--- config.mk ---
export PLATFORM = sky130hd
export DESIGN_NAME = gfinv_walk
export DESIGN_NICKNAME = d
export VERILOG_FILES = /design/src/rtl/gfinv_pkg.sv /design/src/rtl/gfinv_mul3.sv /design/src/rtl/gfinv_fsm.sv /design/src/rtl/gfinv_acc.sv /design/src/rtl/gfinv_walk.sv
export SDC_FILE = /design/constraint.sdc
export NUM_CORES = 1
export LEC_CHECK = 0
export ABC_AREA = 1
export ABC_CLOCK_PERIOD_IN_PS = 1400
export BUFFER_PORTS_ARGS = -buffer_cell sky130_fd_sc_hd__clkbuf_2
export CORE_MARGIN = 3
export CORE_UTILIZATION = 40
export DETAILED_ROUTE_END_ITERATION = 10
export SLEW_MARGIN = 20
export SYNTH_ARGS = -nofsm -noshare
export SYNTH_HDL_FRONTEND = slang
export SYNTH_SLANG_ARGS = --single-unit
--- constraint.sdc ---
create_clock -name clk -period 1.4 [get_ports clk]
set_input_delay 0.07 -clock clk [delete_from_list [all_inputs] [get_ports clk]]
set_output_delay 0.07 -clock clk [all_outputs]
set_load 0.005 [all_outputs]
--- src/rtl/gfinv_pkg.sv ---
package gfinv_pkg;

    // Control states of the generator walk
    typedef enum logic {
        ST_IDLE = 1'b0,
        ST_WALK = 1'b1
    } walk_state_t;

endpackage

--- src/rtl/gfinv_mul3.sv ---
// Multiply a field element by the generator 03: xtime(y) ^ y,
// built bit by bit from the reduction constant.
module gfinv_mul3 #(
    parameter int          W   = 8,
    parameter logic [W-1:0] RED = 8'h1B
) (
    input  logic [W-1:0] y,
    output logic [W-1:0] p
);
    logic [W-1:0] shifted;

    assign shifted[0] = y[W-1] & RED[0];

    for (genvar b = 1; b < W; b++) begin : g_bit
        assign shifted[b] = y[b-1] ^ (y[W-1] & RED[b]);
    end

    assign p = shifted ^ y;

endmodule

--- src/rtl/gfinv_fsm.sv ---
// Walk sequencer: idle/walk states and the step counter.
module gfinv_fsm
    import gfinv_pkg::*;
#(
    parameter int CW = 8
) (
    input  logic clk,
    input  logic rst,
    input  logic start,
    output logic load,
    output logic step,
    output logic last
);
    localparam logic [CW-1:0] CNT_MAX = '1;

    walk_state_t      st_q, st_d;
    logic [CW-1:0]    cnt_q;

    always_comb begin
        st_d = st_q;
        unique case (st_q)
            ST_IDLE: if (start)           st_d = ST_WALK;   // accept
            ST_WALK: if (cnt_q == CNT_MAX) st_d = ST_IDLE;  // finish
            default:                       st_d = ST_IDLE;
        endcase
    end

    always_ff @(posedge clk) begin
        if (rst) st_q <= ST_IDLE;
        else     st_q <= st_d;
    end

    always_ff @(posedge clk) begin
        if (rst)       cnt_q <= '0;
        else if (load) cnt_q <= '0;
        else if (step) cnt_q <= cnt_q + 1'b1;
    end

    assign load = (st_q == ST_IDLE) && start;
    assign step = (st_q == ST_WALK);
    assign last = step && (cnt_q == CNT_MAX);

    AST_IDLE_CNT_CLEAR: assert property (@(posedge clk) disable iff (rst)
        (st_q == ST_IDLE) |-> (cnt_q == '0));
    AST_FINISH_TO_IDLE: assert property (@(posedge clk) disable iff (rst)
        last |=> (st_q == ST_IDLE));
    AST_BUSY_START_IGNORED: assert property (@(posedge clk) disable iff (rst)
        (step && !last && start) |=> (st_q == ST_WALK && cnt_q == $past(cnt_q) + 1'b1));

endmodule

--- src/rtl/gfinv_acc.sv ---
// Operand register, power accumulator and first-match flag.
module gfinv_acc #(
    parameter int           W   = 8,
    parameter logic [W-1:0] RED = 8'h1B
) (
    input  logic         clk,
    input  logic         rst,
    input  logic         load,
    input  logic         step,
    input  logic [W-1:0] din,
    output logic [W-1:0] x_q,
    output logic [W-1:0] y_next
);
    localparam logic [W-1:0] ONE = W'(1);

    logic [W-1:0] y_q;
    logic [W-1:0] y_mul;
    logic         hit_q;
    logic         match;

    gfinv_mul3 #(.W(W), .RED(RED)) mul3_i (
        .y (y_q),
        .p (y_mul)
    );

    assign match  = !hit_q && (y_q == x_q);
    assign y_next = match ? ONE : y_mul;

    always_ff @(posedge clk) begin
        if (rst) begin
            x_q   <= '0;
            y_q   <= ONE;
            hit_q <= 1'b0;
        end else if (load) begin
            x_q   <= din;
            y_q   <= ONE;
            hit_q <= 1'b0;
        end else if (step) begin
            y_q <= y_next;
            if (match) hit_q <= 1'b1;
        end
    end

    AST_OPERAND_HELD: assert property (@(posedge clk) disable iff (rst)
        step |=> $stable(x_q));
    AST_HIT_STICKY: assert property (@(posedge clk) disable iff (rst)
        (step && hit_q) |=> hit_q);
    AST_ACC_NONZERO: assert property (@(posedge clk) disable iff (rst)
        step |-> (y_q != '0));

endmodule

--- src/rtl/gfinv_walk.sv ---
// Top: byte inverter by generator walk, registered result and done pulse.
module gfinv_walk #(
    parameter int           W   = 8,
    parameter logic [W-1:0] RED = 8'h1B
) (
    input  logic         clk,
    input  logic         rst,
    input  logic         start,
    input  logic [W-1:0] din,
    output logic [W-1:0] dout,
    output logic         done
);
    localparam int STEPS = 1 << W;

    logic         load, step, last;
    logic [W-1:0] x_q, y_next;
    logic [W-1:0] dout_q;
    logic         done_q;

    gfinv_fsm #(.CW(W)) fsm_i (
        .clk   (clk),
        .rst   (rst),
        .start (start),
        .load  (load),
        .step  (step),
        .last  (last)
    );

    gfinv_acc #(.W(W), .RED(RED)) acc_i (
        .clk    (clk),
        .rst    (rst),
        .load   (load),
        .step   (step),
        .din    (din),
        .x_q    (x_q),
        .y_next (y_next)
    );

    // Output process: result register with zero override, done pulse
    always_ff @(posedge clk) begin
        if (rst) begin
            dout_q <= '0;
            done_q <= 1'b0;
        end else begin
            done_q <= last;
            if (last) dout_q <= (x_q == '0) ? '0 : y_next;
        end
    end

    assign dout = dout_q;
    assign done = done_q;

    // Field product used only by the checks below
    function automatic logic [W-1:0] gf_mul(input logic [W-1:0] a, input logic [W-1:0] b);
        logic [W-1:0] acc;
        logic [W-1:0] sh;
        acc = '0;
        sh  = a;
        for (int i = 0; i < W; i++) begin
            if (b[i]) acc = acc ^ sh;
            sh = sh[W-1] ? ((sh << 1) ^ RED) : (sh << 1);
        end
        return acc;
    endfunction

    // Cycles since acceptance, for the latency check
    logic [W:0] lat_q;
    always_ff @(posedge clk) begin
        if (rst)       lat_q <= '0;
        else if (load) lat_q <= '0;
        else if (step) lat_q <= lat_q + 1'b1;
    end

    AST_DONE_ONE_CYCLE: assert property (@(posedge clk) disable iff (rst)
        done |=> !done);
    AST_FIXED_LATENCY: assert property (@(posedge clk) disable iff (rst)
        done |-> (lat_q == (W+1)'(STEPS)));
    AST_ZERO_MAPS_ZERO: assert property (@(posedge clk) disable iff (rst)
        (done && x_q == '0) |-> (dout == '0));
    AST_PRODUCT_IS_ONE: assert property (@(posedge clk) disable iff (rst)
        (done && x_q != '0) |-> (gf_mul(x_q, dout) == W'(1)));
    AST_RESULT_HELD: assert property (@(posedge clk) disable iff (rst)
        !last |=> $stable(dout));

endmodule

==> summary.txt, run 1 <==
OUTCOME
---------------------------------------------------------------------------------
Outcome                                                              complete, no violations

GRT
---------------------------------------------------------------------------------
Antenna violations before repair                                                0
Largest net degree at the start of global routing                              17
Global-route wire length before repair                                    5530 um
Remaining global-route overflow                                                 0
Total routing resource utilization after global routing                     15.9%
Vias in the first global route                                               1245

DETAILED ROUTING
---------------------------------------------------------------------------------
Detailed-route vias per instance                                             4.73
Mean routed wirelength per cell                                           11.1 um
Detailed-route DRC error count                                                  0
Total vias in the final route                                                1399
Number of DRC markers after the initial detailed-route iteration               62
Drt total wl                                                              3290 um
Drt pass-1 iters                                                                4
Antenna-violating nets left                                                     0

LAYOUT
---------------------------------------------------------------------------------
Final-layout fill cell count                                                  372
Ant diodes                                                                      0
Share of layout cells above drive strength 1                                26.6%
Layout Area Growth over Synthesis                                           25.5%
Non-filler cells in the finished layout                                       296
Final core utilization                                                      53.0%
Net count, final                                                              259

TIMING
---------------------------------------------------------------------------------
Transition time at the pin with the least slew margin                    0.324 ns
Final clock period utilization by the worst path                            92.9%
Max Clk Rate                                                            0.769 GHz
Final Hold Viols                                                                0
Post-Route Skew                                                        0.00690 ns
Setup Viol. Count Final                                                         0
Headroom to the max-slew limit                                              78.3%
Max-slew violation count                                                        0
Setup repair after global routing missed its margin                          true
Final period demand of the worst path                                     1.30 ns

CLOCK TREE
---------------------------------------------------------------------------------
Count of clock tree sinks                                                      35
Htree depth                                                                     2
Maximum root-to-sink buffer count                                               2
TritonCTS clock tree                                                        built
Number of buffers added to fix hold violations after cts                        0
Num CTS Buffers                                                                 5
Clock slew seen by the registers of the worst setup and hold paths        0.07 ns
Clock tree root driver cell                                          sky130_fd_sc_hd__clkbuf_8
Worst skew pair latency                                                   0.29 ns

LOGIC SYNTHESIS
---------------------------------------------------------------------------------
Yosys top cell by area                                               sky130_fd_sc_hd__dfxtp_1
Top cells by area in the synthesized netlist                         sky130_fd_sc_hd__dfxtp_1, sky130_fd_sc_hd__nand2_1, sky130_fd_sc_hd__a21oi_1
Share of Yosys cell area claimed by the top area cell type                  44.3%
YS warnings                                                                     0
#FFs+latches synth                                                             35
Post-synthesis instance area                                           1580 sq um
Unique cell type count in the Yosys netlist                                    25
Share of the yosys chip area belonging to registers                         44.3%
Mapped Nets                                                                   224
Mean area per synthesized cell                                         7.47 sq um
Synth Instances                                                               212

PWR
---------------------------------------------------------------------------------
Leakage power                                                            0.914 nW
Power density over cell area                                         1230 nW/um^2
Worst vdd ir                                                               694 uV

FLOORPLAN
---------------------------------------------------------------------------------
Vertical extent of the die                                                68.9 um
Io pins                                                                        20
Initial Util                                                                42.3%
Die extent in x                                                           68.9 um
CORE AREA                                                              3740 sq um
Cell row count                                                                 22
Total Die Area                                                         4750 sq um

SETUP PATH
---------------------------------------------------------------------------------
Start-to-end type of the worst setup path                            register to register
Biggest fanout along the worst timing path                                      8
Crit path arrival time                                                    1.54 ns
Sort of element at the end of the critical path                          register
WP data required                                                          1.64 ns
Worst setup SP type                                                      register

PLACEMENT
---------------------------------------------------------------------------------
Routability cong.                                                           0.721
Dpl cells                                                                     286
Post-DP HPWL                                                              2340 um
IO Port Bufs                                                                   19

HOLD PATH
---------------------------------------------------------------------------------
HP Class                                                             input port to register

FLOW RUN
---------------------------------------------------------------------------------
Number of maximum-capacitance constraint violations                             0

## final timing paths
kind | start | endpoint | cells past startpoint | slack [ns]
min | start | fsm_i.step | 3 | 0.04
max reg2reg | fsm_i.cnt_q[0] | dout[7] | 7 | 0.1
min reg2reg | dout[5] | dout[5] | 2 | 0.45
max | fsm_i.cnt_q[0] | dout[7] | 7 | 0.1
## metal layers
layer | vias to the layer above | routed length [um] | GRT usage (%)
met5 | - | 0 | 0
met4 | 0 | 48 | 5.84
met3 | 6 | 167 | 5.67
li1 | 752 | - | -
met1 | 608 | 1710 | 21.1
met2 | 33 | 1350 | 23.7
## cell type report
class | instances | area [sq um] | area share (%)
inverters | 29 | 109 | 5.48
multi-input cells | 144 | 779 | 39.3
repair buffers | 32 | 193 | 9.70
clock buffers | 5 | 68.8 | 3.47
well taps | 48 | 60.1 | 3.02
clock inverters | 3 | 67.6 | 3.40
flip-flops and latches | 35 | 708 | 35.7
## sequential cells by signal, indices dropped and copies added (netlist names)
name / flops
acc_i.x_q: 8
acc_i.y_q: 8
dout: 8
fsm_i.cnt_q: 8
acc_i.hit_q: 1
done: 1
fsm_i.step: 1
## report_power, final
group	switching [mW]	internal, mW
Sequential	0.0297	1.03
Combinational	0.184	0.114
Clock	0.373	0.710
Total	0.587	1.86
## placed cells by master, fill, tap and decap left out, drive strengths merged
cell,synthesis,final
nand2,53,53
dfxtp,35,35
inv,28,28
a21oi,25,25
clkbuf,3,24
o21ai,19,19
buf,2,13
nor2,12,12
nand3,9,10
xor2,9,9
nand4,5,5
nor3,4,4
xnor2,3,3
or2,2,2
bufinv,0,2
clkinv,1,1
and3,1,1
ha,1,1
clkinvlp,0,1
## Yosys cell counts
library cell	count
sky130_fd_sc_hd__a21oi_1	25
sky130_fd_sc_hd__and3_1	1
sky130_fd_sc_hd__buf_4	1
sky130_fd_sc_hd__buf_6	1
sky130_fd_sc_hd__clkbuf_1	3
sky130_fd_sc_hd__clkinv_1	1
sky130_fd_sc_hd__dfxtp_1	35
sky130_fd_sc_hd__ha_1	1
sky130_fd_sc_hd__inv_1	25
sky130_fd_sc_hd__inv_2	3
sky130_fd_sc_hd__nand2_1	51
sky130_fd_sc_hd__nand2_2	2
sky130_fd_sc_hd__nand3_1	8
sky130_fd_sc_hd__nand3_4	1
sky130_fd_sc_hd__nand4_1	4
sky130_fd_sc_hd__nand4_2	1
sky130_fd_sc_hd__nor2_1	9
sky130_fd_sc_hd__nor2_2	3
sky130_fd_sc_hd__nor3_1	3
sky130_fd_sc_hd__nor3_4	1
sky130_fd_sc_hd__o21ai_0	18
sky130_fd_sc_hd__o21ai_2	1
sky130_fd_sc_hd__or2_2	2
sky130_fd_sc_hd__xnor2_1	3
sky130_fd_sc_hd__xor2_1	9
## metrics by stage
step / hold slack (ns) / setup TNS, ns / instance area, sq um / setup WS (ns) / power [mW]
final: 0.0357 / 0 / 1990 / 0.0997 / 2.45
after detailed placement: 0.334 / 0 / 1800 / 0.0122 / 1.36
after global placement: 0.329 / 0 / 1800 / 0.0655 / 1.36
after floorplan: 0.142 / 0 / 1580 / 0.153 / 1.28
after CTS: 0.0238 / 0 / 1940 / 0.0163 / 2.45
after global routing: 0.0422 / -0.0273 / 1990 / -0.0197 / 2.55
## cells by family (layout without fill, tap and decap cells)
group / Yosys count / count (layout) / synth area share, %
flops: 35 / 35 / 44.3
xor+xnor: 12 / 12 / 6.64
buf+inv: 34 / 69 / 8.77
compound gates: 44 / 44 / 14.2
fa+ha+maj: 1 / 1 / 0.790
simple gates: 86 / 87 / 25.4
## repair_timing
| action | 4_1_cts | 5_1_grt |
|---|---|---|
| resized for setup | 2 | 12 |
| cloned | 0 | 1 |
| buffers inserted | 0 | 1 |
| pin swaps | 2 | 5 |
| endpoints found under the setup margin | 1 | 23 |
## critical path: stages (launching register included)
cell	delay (ns)
sky130_fd_sc_hd__dfxtp_2	0.34
sky130_fd_sc_hd__ha_1	0.15
sky130_fd_sc_hd__nand2_2	0.06
sky130_fd_sc_hd__inv_2	0.07
sky130_fd_sc_hd__nand4_4	0.09
sky130_fd_sc_hd__nor3_4	0.33
sky130_fd_sc_hd__nand3_1	0.13
sky130_fd_sc_hd__nand2_1	0.07
No activity file was read; power rests on OpenSTA's default activity.
==> run 2, diff against run 1 <==
--- a/config.mk
+++ b/config.mk
@@ -9,7 +9,7 @@
 export ABC_CLOCK_PERIOD_IN_PS = 1400
 export BUFFER_PORTS_ARGS = -buffer_cell sky130_fd_sc_hd__clkbuf_2
 export CORE_MARGIN = 3
-export CORE_UTILIZATION = 40
+export CORE_UTILIZATION = 35
 export DETAILED_ROUTE_END_ITERATION = 10
 export SLEW_MARGIN = 20
 export SYNTH_ARGS = -nofsm -noshare
==> summary.txt, run 2 (synthesis gave the netlist of run 1 again) <==
CLOCK TREE
---------------------------------------------------------------------------------
Worst skew pair latency                                                   0.29 ns
Maximum root-to-sink buffer count                                               2
Num CTS Buffers                                                                 5
Clock tree root driver cell                                          sky130_fd_sc_hd__clkbuf_8
TritonCTS clock tree                                                        built
Clock slew seen by the registers of the worst setup and hold paths        0.07 ns
Htree depth                                                                     2
Count of clock tree sinks                                                      35

DETAILED ROUTING
---------------------------------------------------------------------------------
Total vias in the final route                                                1383
Detailed-route vias per instance                                             4.66
Antenna-violating nets left                                                     0
Drt pass-1 iters                                                                5
Drt total wl                                                              3360 um
Mean routed wirelength per cell                                           11.3 um
Number of DRC markers after the initial detailed-route iteration               44
Detailed-route DRC error count                                                  0

PWR
---------------------------------------------------------------------------------
Switching part of the total power                                           26.3%
Sequential share of power                                                   49.2%
Switching pwr                                                              571 uW
Clk network pwr share                                                       37.1%
Worst vdd ir                                                               519 uV
Int Pwr                                                                   1.60 mW
Combinational Power Share                                                   13.7%
Leakage power                                                            0.895 nW
Power density over cell area                                         1110 nW/um^2

TIMING
---------------------------------------------------------------------------------
Headroom to the max-slew limit                                              74.0%
Transition time at the pin with the least slew margin                    0.389 ns
Setup slack after layout                                                0.0954 ns
Post-Route Skew                                                        0.00795 ns
Setup repair after global routing missed its margin                          true
Max-slew violation count                                                        0
Setup Viol. Count Final                                                         0
Tightest hold margin                                                    0.0365 ns
Final period demand of the worst path                                     1.30 ns
Final Hold Viols                                                                0
Max Clk Rate                                                            0.767 GHz
Final clock period utilization by the worst path                            93.2%

LAYOUT
---------------------------------------------------------------------------------
Ant diodes                                                                      0
Non-filler cells in the finished layout                                       297
Layout Area Growth over Synthesis                                           23.5%
Leading cell type in the layout, fill and taps excluded              sky130_fd_sc_hd__nand2_1
Leading cell types in the layout, fill and taps excluded             sky130_fd_sc_hd__nand2_1, sky130_fd_sc_hd__dfxtp_1, sky130_fd_sc_hd__a21oi_1, sky130_fd_sc_hd__inv_1, sky130_fd_sc_hd__clkbuf_2
Final core utilization                                                      46.8%
Share of layout cells above drive strength 1                                25.5%
Net count, final                                                              258

PLACEMENT
---------------------------------------------------------------------------------
IO Port Bufs                                                                   19
Routability cong.                                                           0.772
Dpl cells                                                                     287
Place WS                                                                0.0331 ns
Post-DP HPWL                                                              2360 um

SETUP PATH
---------------------------------------------------------------------------------
Sort of element at the end of the critical path                          register
Biggest fanout along the worst timing path                                      8
WP data required                                                          1.63 ns
Worst setup SP type                                                      register
Start-to-end type of the worst setup path                            register to register
Crit path arrival time                                                    1.53 ns

GRT
---------------------------------------------------------------------------------
Total routing resource utilization after global routing                     13.6%
Global-route wire length before repair                                    5550 um
Remaining global-route overflow                                                 0
Vias in the first global route                                               1212
Antenna violations before repair                                                0
Largest net degree at the start of global routing                              17

FLOORPLAN
---------------------------------------------------------------------------------
Io pins                                                                        20
Cell row count                                                                 23
CORE AREA                                                              4170 sq um
Vertical extent of the die                                                73.2 um
Die extent in x                                                           73.2 um
Initial Util                                                                37.9%
Total Die Area                                                         5360 sq um

HOLD PATH
---------------------------------------------------------------------------------
HP Class                                                             input port to register

OUTCOME
---------------------------------------------------------------------------------
Outcome                                                              complete, no violations

FLOW RUN
---------------------------------------------------------------------------------
Number of maximum-capacitance constraint violations                             0

[run 2: cell type report]
type,instances,area [sq um]
Inverter,29,109
Multi-Input combinational cell,144,790
Clock buffer,8,100
Tap cell,50,62.6
Fill cell,425,2220
Sequential cell,35,708
Timing Repair Buffer,31,185
[run 2: critical path: stages, from the launching register on]
cell and delay, ns:
sky130_fd_sc_hd__dfxtp_2 0.36, sky130_fd_sc_hd__ha_4 0.13, sky130_fd_sc_hd__nand2_2 0.05, sky130_fd_sc_hd__inv_2 0.07, sky130_fd_sc_hd__nand4_4 0.09, sky130_fd_sc_hd__nor3_4 0.34, sky130_fd_sc_hd__nand3_1 0.12, sky130_fd_sc_hd__nand2_1 0.07
[run 2: what timing repair did]
action | CTS | global route
setup endpoints to repair | 0 | 17
resized for setup | 0 | 14
hold buffers | 0 | 0
buffers inserted | 0 | 1
[run 2: per-layer routing]
| layer | part of all wire (%) | vias to the layer above | GRT usage [%] |
|---|---|---|---|
| met4 | 1.9 | 0 | 8.61 |
| met5 | 0 | - | 0 |
| met2 | 42 | 19 | 18.6 |
| met3 | 3.7 | 5 | 3.31 |
| met1 | 52 | 613 | 18.8 |
| li1 | - | 746 | - |
[run 2: final timing paths]
kind / to / start / slack (ns) / cells past startpoint
setup / recovery: dout[5] / fsm_i.cnt_q[1] / 0.1 / 7
hold / removal: fsm_i.step / start / 0.04 / 3
setup reg to reg: dout[5] / fsm_i.cnt_q[1] / 0.1 / 7
hold reg to reg: dout[5] / dout[5] / 0.45 / 2
[run 2: power by group through the flow]
| stage | registers, mW | clock network, mW | logic (mW) |
|---|---|---|---|
| finish | 1.07 | 0.803 | 0.296 |
| global route | 1.07 | 0.878 | 0.335 |
| CTS | 1.06 | 0.828 | 0.271 |
| detailed placement | 1.09 | 0 | 0.270 |
| global placement | 1.09 | 0 | 0.269 |
| floorplan | 1.08 | 0 | 0.198 |
[run 2: through the flow]
step / power, mW / TNS, ns / area [sq um]
after floorplan: 1.28 / 0 / 1580
after global placement: 1.35 / 0 / 1790
final: 2.17 / 0 / 1950
after CTS: 2.16 / 0 / 1890
after detailed placement: 1.36 / 0 / 1790
after global routing: 2.28 / -0.151 / 1950
